<file path="src/rtl/serial_prog_pkg.sv">
package serial_prog_pkg;

    localparam int SP_WORD_W      = 14;
    localparam int SP_SYNC_STAGES = 2;

    // Bit positions of the synchronised input bundle
    localparam int SP_IDX_CLK = 0;
    localparam int SP_IDX_DAT = 1;
    localparam int SP_IDX_EN  = 2;
    localparam int SP_IN_W    = 3;

    // Edge detector state: last sampled levels
    typedef struct packed {
        logic prev_clk;
        logic prev_en_n;
    } sp_edge_state_t;

endpackage

</file>
<file path="src/rtl/sp_sync.sv">
module sp_sync #(
    parameter int               WIDTH   = 1,
    parameter int               STAGES  = 2,
    parameter logic [WIDTH-1:0] RST_VAL = '0
) (
    input  logic             clk,
    input  logic             rst_n,
    input  logic [WIDTH-1:0] d_i,
    output logic [WIDTH-1:0] q_o
);

    localparam int LAST = STAGES - 1;

    logic [WIDTH-1:0] stg_q [STAGES];
    logic [WIDTH-1:0] stg_d [STAGES];

    always_comb begin
        stg_d[0] = d_i;
        for (int i = 1; i < STAGES; i++) begin
            stg_d[i] = stg_q[i-1];
        end
    end

    generate
        for (genvar g = 0; g < STAGES; g++) begin : g_stage
            always_ff @(posedge clk or negedge rst_n) begin
                if (!rst_n) begin
                    stg_q[g] <= RST_VAL;
                end else begin
                    stg_q[g] <= stg_d[g];
                end
            end
        end
    endgenerate

    assign q_o = stg_q[LAST];

endmodule

</file>
<file path="src/rtl/sp_edge.sv">
module sp_edge
    import serial_prog_pkg::*;
(
    input  logic clk,
    input  logic rst_n,
    input  logic s_clk_i,
    input  logic s_dat_i,
    input  logic s_en_n_i,
    output logic shift_o,
    output logic bit_o,
    output logic upd_o
);

    sp_edge_state_t st_q, st_d;
    logic clk_rise;
    logic en_rise;

    always_comb begin
        st_d.prev_clk  = s_clk_i;
        st_d.prev_en_n = s_en_n_i;

        clk_rise = s_clk_i & ~st_q.prev_clk;
        en_rise  = s_en_n_i & ~st_q.prev_en_n;

        // A normal shift needs the frame to be open; closing the frame with
        // the serial clock low is treated as one more shift edge.
        shift_o  = (clk_rise & ~s_en_n_i) | (en_rise & ~s_clk_i);
        bit_o    = s_dat_i;
        upd_o    = en_rise;
    end

    always_ff @(posedge clk or negedge rst_n) begin
        if (!rst_n) begin
            st_q.prev_clk  <= 1'b0;
            st_q.prev_en_n <= 1'b1;
        end else begin
            st_q <= st_d;
        end
    end

endmodule

</file>
<file path="src/rtl/sp_shift_latch.sv">
module sp_shift_latch #(
    parameter int WORD_W = 14
) (
    input  logic              clk,
    input  logic              rst_n,
    input  logic              shift_i,
    input  logic              bit_i,
    input  logic              upd_i,
    output logic [WORD_W-1:0] word_o,
    output logic              load_o
);

    typedef struct packed {
        logic [WORD_W-1:0] sr;
        logic [WORD_W-1:0] word;
        logic              load;
    } sl_state_t;

    sl_state_t st_q, st_d;
    logic [WORD_W-1:0] sr_next;

    always_comb begin
        if (shift_i) begin
            sr_next = {st_q.sr[WORD_W-2:0], bit_i};
        end else begin
            sr_next = st_q.sr;
        end

        st_d.sr   = sr_next;
        st_d.word = upd_i ? sr_next : st_q.word;
        st_d.load = upd_i;
    end

    always_ff @(posedge clk or negedge rst_n) begin
        if (!rst_n) begin
            st_q <= '0;
        end else begin
            st_q <= st_d;
        end
    end

    assign word_o = st_q.word;
    assign load_o = st_q.load;

endmodule

</file>
<file path="src/rtl/serial_prog_port.sv">
module serial_prog_port
    import serial_prog_pkg::*;
#(
    parameter int WORD_W      = SP_WORD_W,
    parameter int SYNC_STAGES = SP_SYNC_STAGES
) (
    input  logic              clk,
    input  logic              rst_n,
    input  logic              ser_clk_i,
    input  logic              ser_dat_i,
    input  logic              ser_en_n_i,
    output logic [WORD_W-1:0] word_o,
    output logic              load_o
);

    localparam logic [SP_IN_W-1:0] SYNC_RST = SP_IN_W'(1) << SP_IDX_EN;

    logic [SP_IN_W-1:0] raw_in;
    logic [SP_IN_W-1:0] sync_in;
    logic sync_clk, sync_dat, sync_en_n;
    logic shift_pulse, shift_bit, upd_pulse;

    always_comb begin
        raw_in             = '0;
        raw_in[SP_IDX_CLK] = ser_clk_i;
        raw_in[SP_IDX_DAT] = ser_dat_i;
        raw_in[SP_IDX_EN]  = ser_en_n_i;
    end

    sp_sync #(
        .WIDTH   (SP_IN_W),
        .STAGES  (SYNC_STAGES),
        .RST_VAL (SYNC_RST)
    ) u_sync (
        .clk   (clk),
        .rst_n (rst_n),
        .d_i   (raw_in),
        .q_o   (sync_in)
    );

    assign sync_clk  = sync_in[SP_IDX_CLK];
    assign sync_dat  = sync_in[SP_IDX_DAT];
    assign sync_en_n = sync_in[SP_IDX_EN];

    sp_edge u_edge (
        .clk      (clk),
        .rst_n    (rst_n),
        .s_clk_i  (sync_clk),
        .s_dat_i  (sync_dat),
        .s_en_n_i (sync_en_n),
        .shift_o  (shift_pulse),
        .bit_o    (shift_bit),
        .upd_o    (upd_pulse)
    );

    sp_shift_latch #(
        .WORD_W (WORD_W)
    ) u_core (
        .clk     (clk),
        .rst_n   (rst_n),
        .shift_i (shift_pulse),
        .bit_i   (shift_bit),
        .upd_i   (upd_pulse),
        .word_o  (word_o),
        .load_o  (load_o)
    );

endmodule

</file>
<file path="config.mk">
export PLATFORM = sky130hd
export DESIGN_NAME = serial_prog_port
export DESIGN_NICKNAME = d
export VERILOG_FILES = /design/src/rtl/serial_prog_pkg.sv /design/src/rtl/sp_sync.sv /design/src/rtl/sp_edge.sv /design/src/rtl/sp_shift_latch.sv /design/src/rtl/serial_prog_port.sv
export SDC_FILE = /design/constraint.sdc
export NUM_CORES = 1
export LEC_CHECK = 0
export CORE_MARGIN = 2
export CORE_UTILIZATION = 35
export CTS_CLUSTER_SIZE = 8
export DETAILED_ROUTE_END_ITERATION = 10
export PLACE_DENSITY_LB_ADDON = 0.2
export SETUP_SLACK_MARGIN = 0.3
export SYNTH_ARGS = -nofsm -noshare
export SYNTH_HDL_FRONTEND = slang
export SYNTH_SLANG_ARGS = --single-unit
</file>
<file path="constraint.sdc">
create_clock -name clk -period 1.5 [get_ports clk]
set_clock_uncertainty 0.1 [all_clocks]
set_input_delay 0.3 -clock clk [delete_from_list [all_inputs] [get_ports clk]]
set_output_delay 0.3 -clock clk [all_outputs]
set_load 0.02 [all_outputs]
</file>
-- Yosys cells after proc, flatten, opt, wreduce, memory -nomap -nowiden
Cells that the tools add are included.
Widths: inputs -> output; s select.
- multiplexer cells: 1
- bitwise gates (word level): 9
- operator list (operator ; count):
    $mux 14 ; 1
    $and 1x1->1 ; 4
    $not 1->1 ; 4
    $or 1x1->1 ; 1
- register bits: 37
- input port bits: 5
- output and inout port bits: 15
- word-level logic and storage cells: 17

-- Logic depth before layout (Yosys ltp)
- word-level depth: 5
- mapped depth: 5
- gate-level depth less buffers: 3

-- By module
Synthesis repeated with hierarchy kept, for this count alone.
- cell total of the unflattened synthesis: 86
- area total of the unflattened synthesis: 1445.1 µm²
- modules (own cells, without submodules) (module ; instances ; cells each ; area each (µm²) ; sequential area each (µm²)):
    sp_shift_latch ; 1 ; 73 ; 1203.7 ; 725.7
    sp_sync ; 1 ; 6 ; 152.6 ; 152.6
    sp_edge ; 1 ; 7 ; 88.8 ; 51.3

-- Worst setup path after synthesis
Ideal clock, no wire load.
- path type: register -> register
- from: reg u_sync.stg_q (netlist bit u_sync.q_o[0])
- to: reg u_core.st_q[18] (netlist bit)
- setup time: 125 ps
- data arrival time: 1298 ps
- required time: 1275 ps
- path slack: -24 ps
- cell stages (with the launch flop): 6
- path buffers: 2
- clock period less this slack: 1524 ps
- cell sequence: dfrtp_1 > buf_6 > nor3b_4 > a21oi_4 > buf_6 > mux2_4
- word-level cells in the longest chain between the ends: 4
- elaborated cells on any way between the ends: 6
- those cells by class: 1 x mux; 5 x bitwise
- ends and longest elaborated chain (what ; RTL line ; source):
    start, declared ; sp_sync.sv:14 ; logic [WIDTH-1:0] stg_q [STAGES];
    start signal, assigned by index ; sp_sync.sv:30 ; stg_q[g] <= stg_d[g];
    $and 1x1->1 / $not 1->1 (equally long branches) ; sp_edge.sv:22, sp_edge.sv:27 ;
    $and 1x1->1 ; sp_edge.sv:27 ; shift_o = (clk_rise & ~s_en_n_i) | (en_rise & ~s_clk_i);
    $or 1x1->1 (*) ; sp_edge.sv:27 ;
    $mux 14 (*) ; sp_shift_latch.sv:23 ; if (shift_i) begin
    via u_core.sr_next[3] ; sp_shift_latch.sv:20 ; logic [WORD_W-1:0] sr_next;
    end signal, assigned ; sp_shift_latch.sv:38 ; st_q <= st_d;
    end, declared ; sp_shift_latch.sv:19 ; sl_state_t st_q, st_d;
The timed path passes the listed nets; every way through them passes the cells marked *.
A chain may end at the register's enable or synchronous reset.

-- Worst setup path after layout
- from: reg u_edge.st_q[0] (netlist bit)
- to: reg u_core.st_q[16] (netlist bit)
- word-level cells in the longest chain between the ends: 5
- ends and longest elaborated chain (what ; RTL line ; source):
    start, declared ; sp_edge.sv:14 ; sp_edge_state_t st_q, st_d;
    start signal, assigned ; sp_edge.sv:37 ; st_q <= st_d;
    $not 1->1 ; sp_edge.sv:23 ; en_rise = s_en_n_i & ~st_q.prev_en_n;
    $and 1x1->1 ; sp_edge.sv:23 ;
    $and 1x1->1 ; sp_edge.sv:27 ;
    $or 1x1->1 ; sp_edge.sv:27 ;
    $mux 14 ; sp_shift_latch.sv:23 ;
    via u_core.sr_next[1] ; sp_shift_latch.sv:20 ;
The timed path passes the listed nets, and every way through them passes these cells.

==> flow_metrics.env <==
export IMPL_h_tree_depth=2
export IMPL_status="completed"
export IMPL_cts_max_path_buffers=2
export IMPL_yosys_area_share_adder_pct=0
export IMPL_drtIter0Drc=43
export IMPL_start_util_pct=36.3
export IMPL_cts_tree="yes"
export IMPL_power_density_nw_per_um2=1760
export IMPL_antennaDiodeCount=0
export IMPL_ys_seq_area_share_pct=58.8
export IMPL_worst_path_stages=4
export IMPL_clk_pin_slew_ns=0.07
export IMPL_max_freq_mhz=676
export IMPL_worstPathCellList="nor2_1 > a21oi_4 > buf_12 > mux2_2"
export IMPL_worstPathMaxFanout=14
export IMPL_total_leakage_power_nw=0.987
export IMPL_yosys_mux_area_fraction_pct=21.2
export IMPL_synthSimpleGateAreaFrac_pct=5.14
export IMPL_yosys_warnings=0
export IMPL_criticalPathCategory="reg -> reg"
export IMPL_syn2layout_area_growth_pct=26.3
export IMPL_place_area_um2=1780
export IMPL_r2r_slack_ns=0.02
export IMPL_path_buf_inv=1
export IMPL_synth_seq_cells=37
export IMPL_final_setup_worst_slack_ns=0.0217
export IMPL_cp_arrival_ns=1.55
export IMPL_wl_met2_um=1290
export IMPL_vias_per_cell=4.57
export IMPL_die_area_um2=5070
export IMPL_syn_area_um2=1580
export IMPL_cp_top_family="flip-flops"
export IMPL_hold_viol_final=0
export IMPL_worst_slew_pin_slew_ns=0.165
export IMPL_startpoint_type="flip-flop"
export IMPL_root_buffer="clkbuf_8"
export IMPL_power_mw=3.52
export IMPL_grt_overflow_total=0
export IMPL_synth_area_top_cells="dfrtp_1, mux2_4, mux2i_1"
export IMPL_period_share_pct=98.6
export IMPL_clock_sinks=37
export IMPL_track_usage_pct=10.7
export IMPL_grt_max_degree=38
export IMPL_drcViolationCount=0
export IMPL_avgSynthCellArea_um2=13.4
export IMPL_n_fill_cell=390
export IMPL_synth_area_leader_cell="dfrtp_1"
export IMPL_antenna_found_initial=0
export IMPL_gp_congestion=0.635
export IMPL_core_area_um2=4350
export IMPL_wirelength_um=2450
export IMPL_drv_cap=0
export IMPL_hold_path_depth=0
export IMPL_yosys_cell_types_count=17
export IMPL_rsz0062_at_grt="yes"
export IMPL_dp_hpwl_um=1550
export IMPL_cp_end_kind="flip-flop"
export IMPL_hold_path_class="reg -> reg"
export IMPL_insertion_delay_ns=0.28
export IMPL_irDropWorstVdd_uv=555
export IMPL_cts_buffers_inserted=5
export IMPL_relSlewSlack_pct=88.7
export IMPL_synth_top_area_share_pct=53.8
export IMPL_drtPass1Iterations=4
export IMPL_ios=20
export IMPL_fin_setup_tns_ns=0
export IMPL_synthCells=118
export IMPL_first_global_vias=900
export IMPL_grt_first_pass_wirelength_um=4120
export IMPL_top_layer="met4"
export IMPL_chipHeight_um=71.2
export IMPL_io_buffers=19
export IMPL_min_to="u_sync.q_o[0]"
export IMPL_r2r_end="u_core.st_q[16]"
export IMPL_setup_viol=0
export IMPL_design_area_um2=2000
export IMPL_rows=24
export IMPL_r2r_start="u_edge.st_q[0]"
export IMPL_finalCriticalPeriod_ns=1.48
export IMPL_r2r_cells=4
export IMPL_cp_data_required_time_ns=1.57
export IMPL_synth_xor_area_share_pct=0
export IMPL_die_w_um=71.2
export IMPL_final_nets=152
export IMPL_post_drt_wl_per_cell_um=12.2
export IMPL_finalCoreUtilization_pct=45.9
export IMPL_dp_slack_ns=0.0288
export IMPL_synth_compound_area_share_pct=5.46
export IMPL_report_final_slew_viol_count=0
export IMPL_max_stage_delay_ns=0.53
export IMPL_min_from="u_sync.stg_d[0]"
export IMPL_drive_gt1_share_pct=41.9
export IMPL_synth_nets=123
export IMPL_vias=914
export IMPL_synth_top_family_by_area="multiplexers"
export IMPL_wl_met3_um=84
export IMPL_ant_nets=0
export IMPL_slowest_stage="dfstp_2"
export IMPL_drt_met1_wl_um=1040
[registers in the layout, summed over array words and instances, names as in the netlist]
register and flops:
u_core.word_o 14, u_edge.st_q 2, u_core.load_o 1, u_sync.q_o 3, u_core.st_q 14, u_sync.stg_d 3
[through the flow]
step	std cells	hold WS, ns
CTS	191	0.246
global placement	176	0.175
global route	200	0.251
detailed placement	176	0.179
floorplan	118	-0.0956
finish	200	0.254
[placed cells by master (no fill, tap or decap), types with 3 or more instances in the layout]
cell              n
dfrtp_1          34
buf_4            19
buf_6            15
mux2i_1          14
nand2_1          14
mux2_4           10
o21ai_1          10
clkbuf_8          5
mux2_2            4
o21ai_0           4
clkbuf_1          3
clkdlybuf4s50_1   3
buf_12            3
dfstp_2           3
[synth_stat cells]
cell       n
buf_4     14
buf_6      2
a21oi_4    1
nor3b_4    1
o21ai_1    1
dfstp_2    3
nand2_1   14
mux2i_1   14
inv_1      1
clkbuf_1   2
nor2_1     1
mux2_2     4
dfrtp_1   34
nand2b_1   1
buf_2      2
mux2_4    10
o21ai_0   13
[cell families after synthesis]
| kind of cell | Yosys count |
|---|---|
| flip-flops | 37 |
| buffers and inverters | 21 |
| multiplexers | 28 |
| AO/OA/AOI/OAI | 15 |
| AND/OR/NAND/NOR | 17 |
[per-layer routing]
metal	GRT usage [%]	vias up
li1	-	441
met4	6.29	0
met1	12.1	455
met3	3.80	4
met2	17.3	14
met5	0	-
[how the worst max path moves through the flow]
stage / start / to / slack, ns
after floorplan: u_sync.q_o[0] / u_core.st_q[18] / -0.02
after global placement: u_edge.st_q[0] / u_core.st_q[17] / 0.05
after detailed placement: u_edge.st_q[0] / u_core.st_q[16] / 0.03
after CTS: u_edge.st_q[0] / u_core.st_q[16] / 0.007
after global routing: u_sync.q_o[2] / u_core.st_q[16] / -0.02
final: u_edge.st_q[0] / u_core.st_q[16] / 0.02
[layout make-up]
class,instances,area [um2],share of cell area (%)
flip-flops and latches,37,930,46.5
inverters,1,3.75,0.188
repair buffers,42,417,20.9
well taps,52,65.1,3.26
clock buffers,8,80.1,4.01
multi-input cells,60,503,25.2
[timing repair]
action | 4_1_cts | 5_1_grt
hold buffers | 1 | 0
resized for setup | 85 | 6
endpoints found under the setup margin | 44 | 44
setup buffers | 6 | 9
endpoints found under the hold margin | 34 | 0
[report_power, final]
group | leakage, nW | total, mW | internal, mW | switching [mW]
combinational | 0.491 | 1.28 | 0.805 | 0.471
clock | 0.0395 | 0.653 | 0.330 | 0.323
sequential | 0.456 | 1.59 | 1.32 | 0.268
total | 0.987 | 3.52 | 2.46 | 1.06
[worst reg2reg max path, cell delays in order (launching register included)]
cell and delay [ns]:
dfstp_2 0.53, nor2_1 0.06, a21oi_4 0.17, buf_12 0.17, mux2_2 0.34
Power figures use the tool's default switching activity.
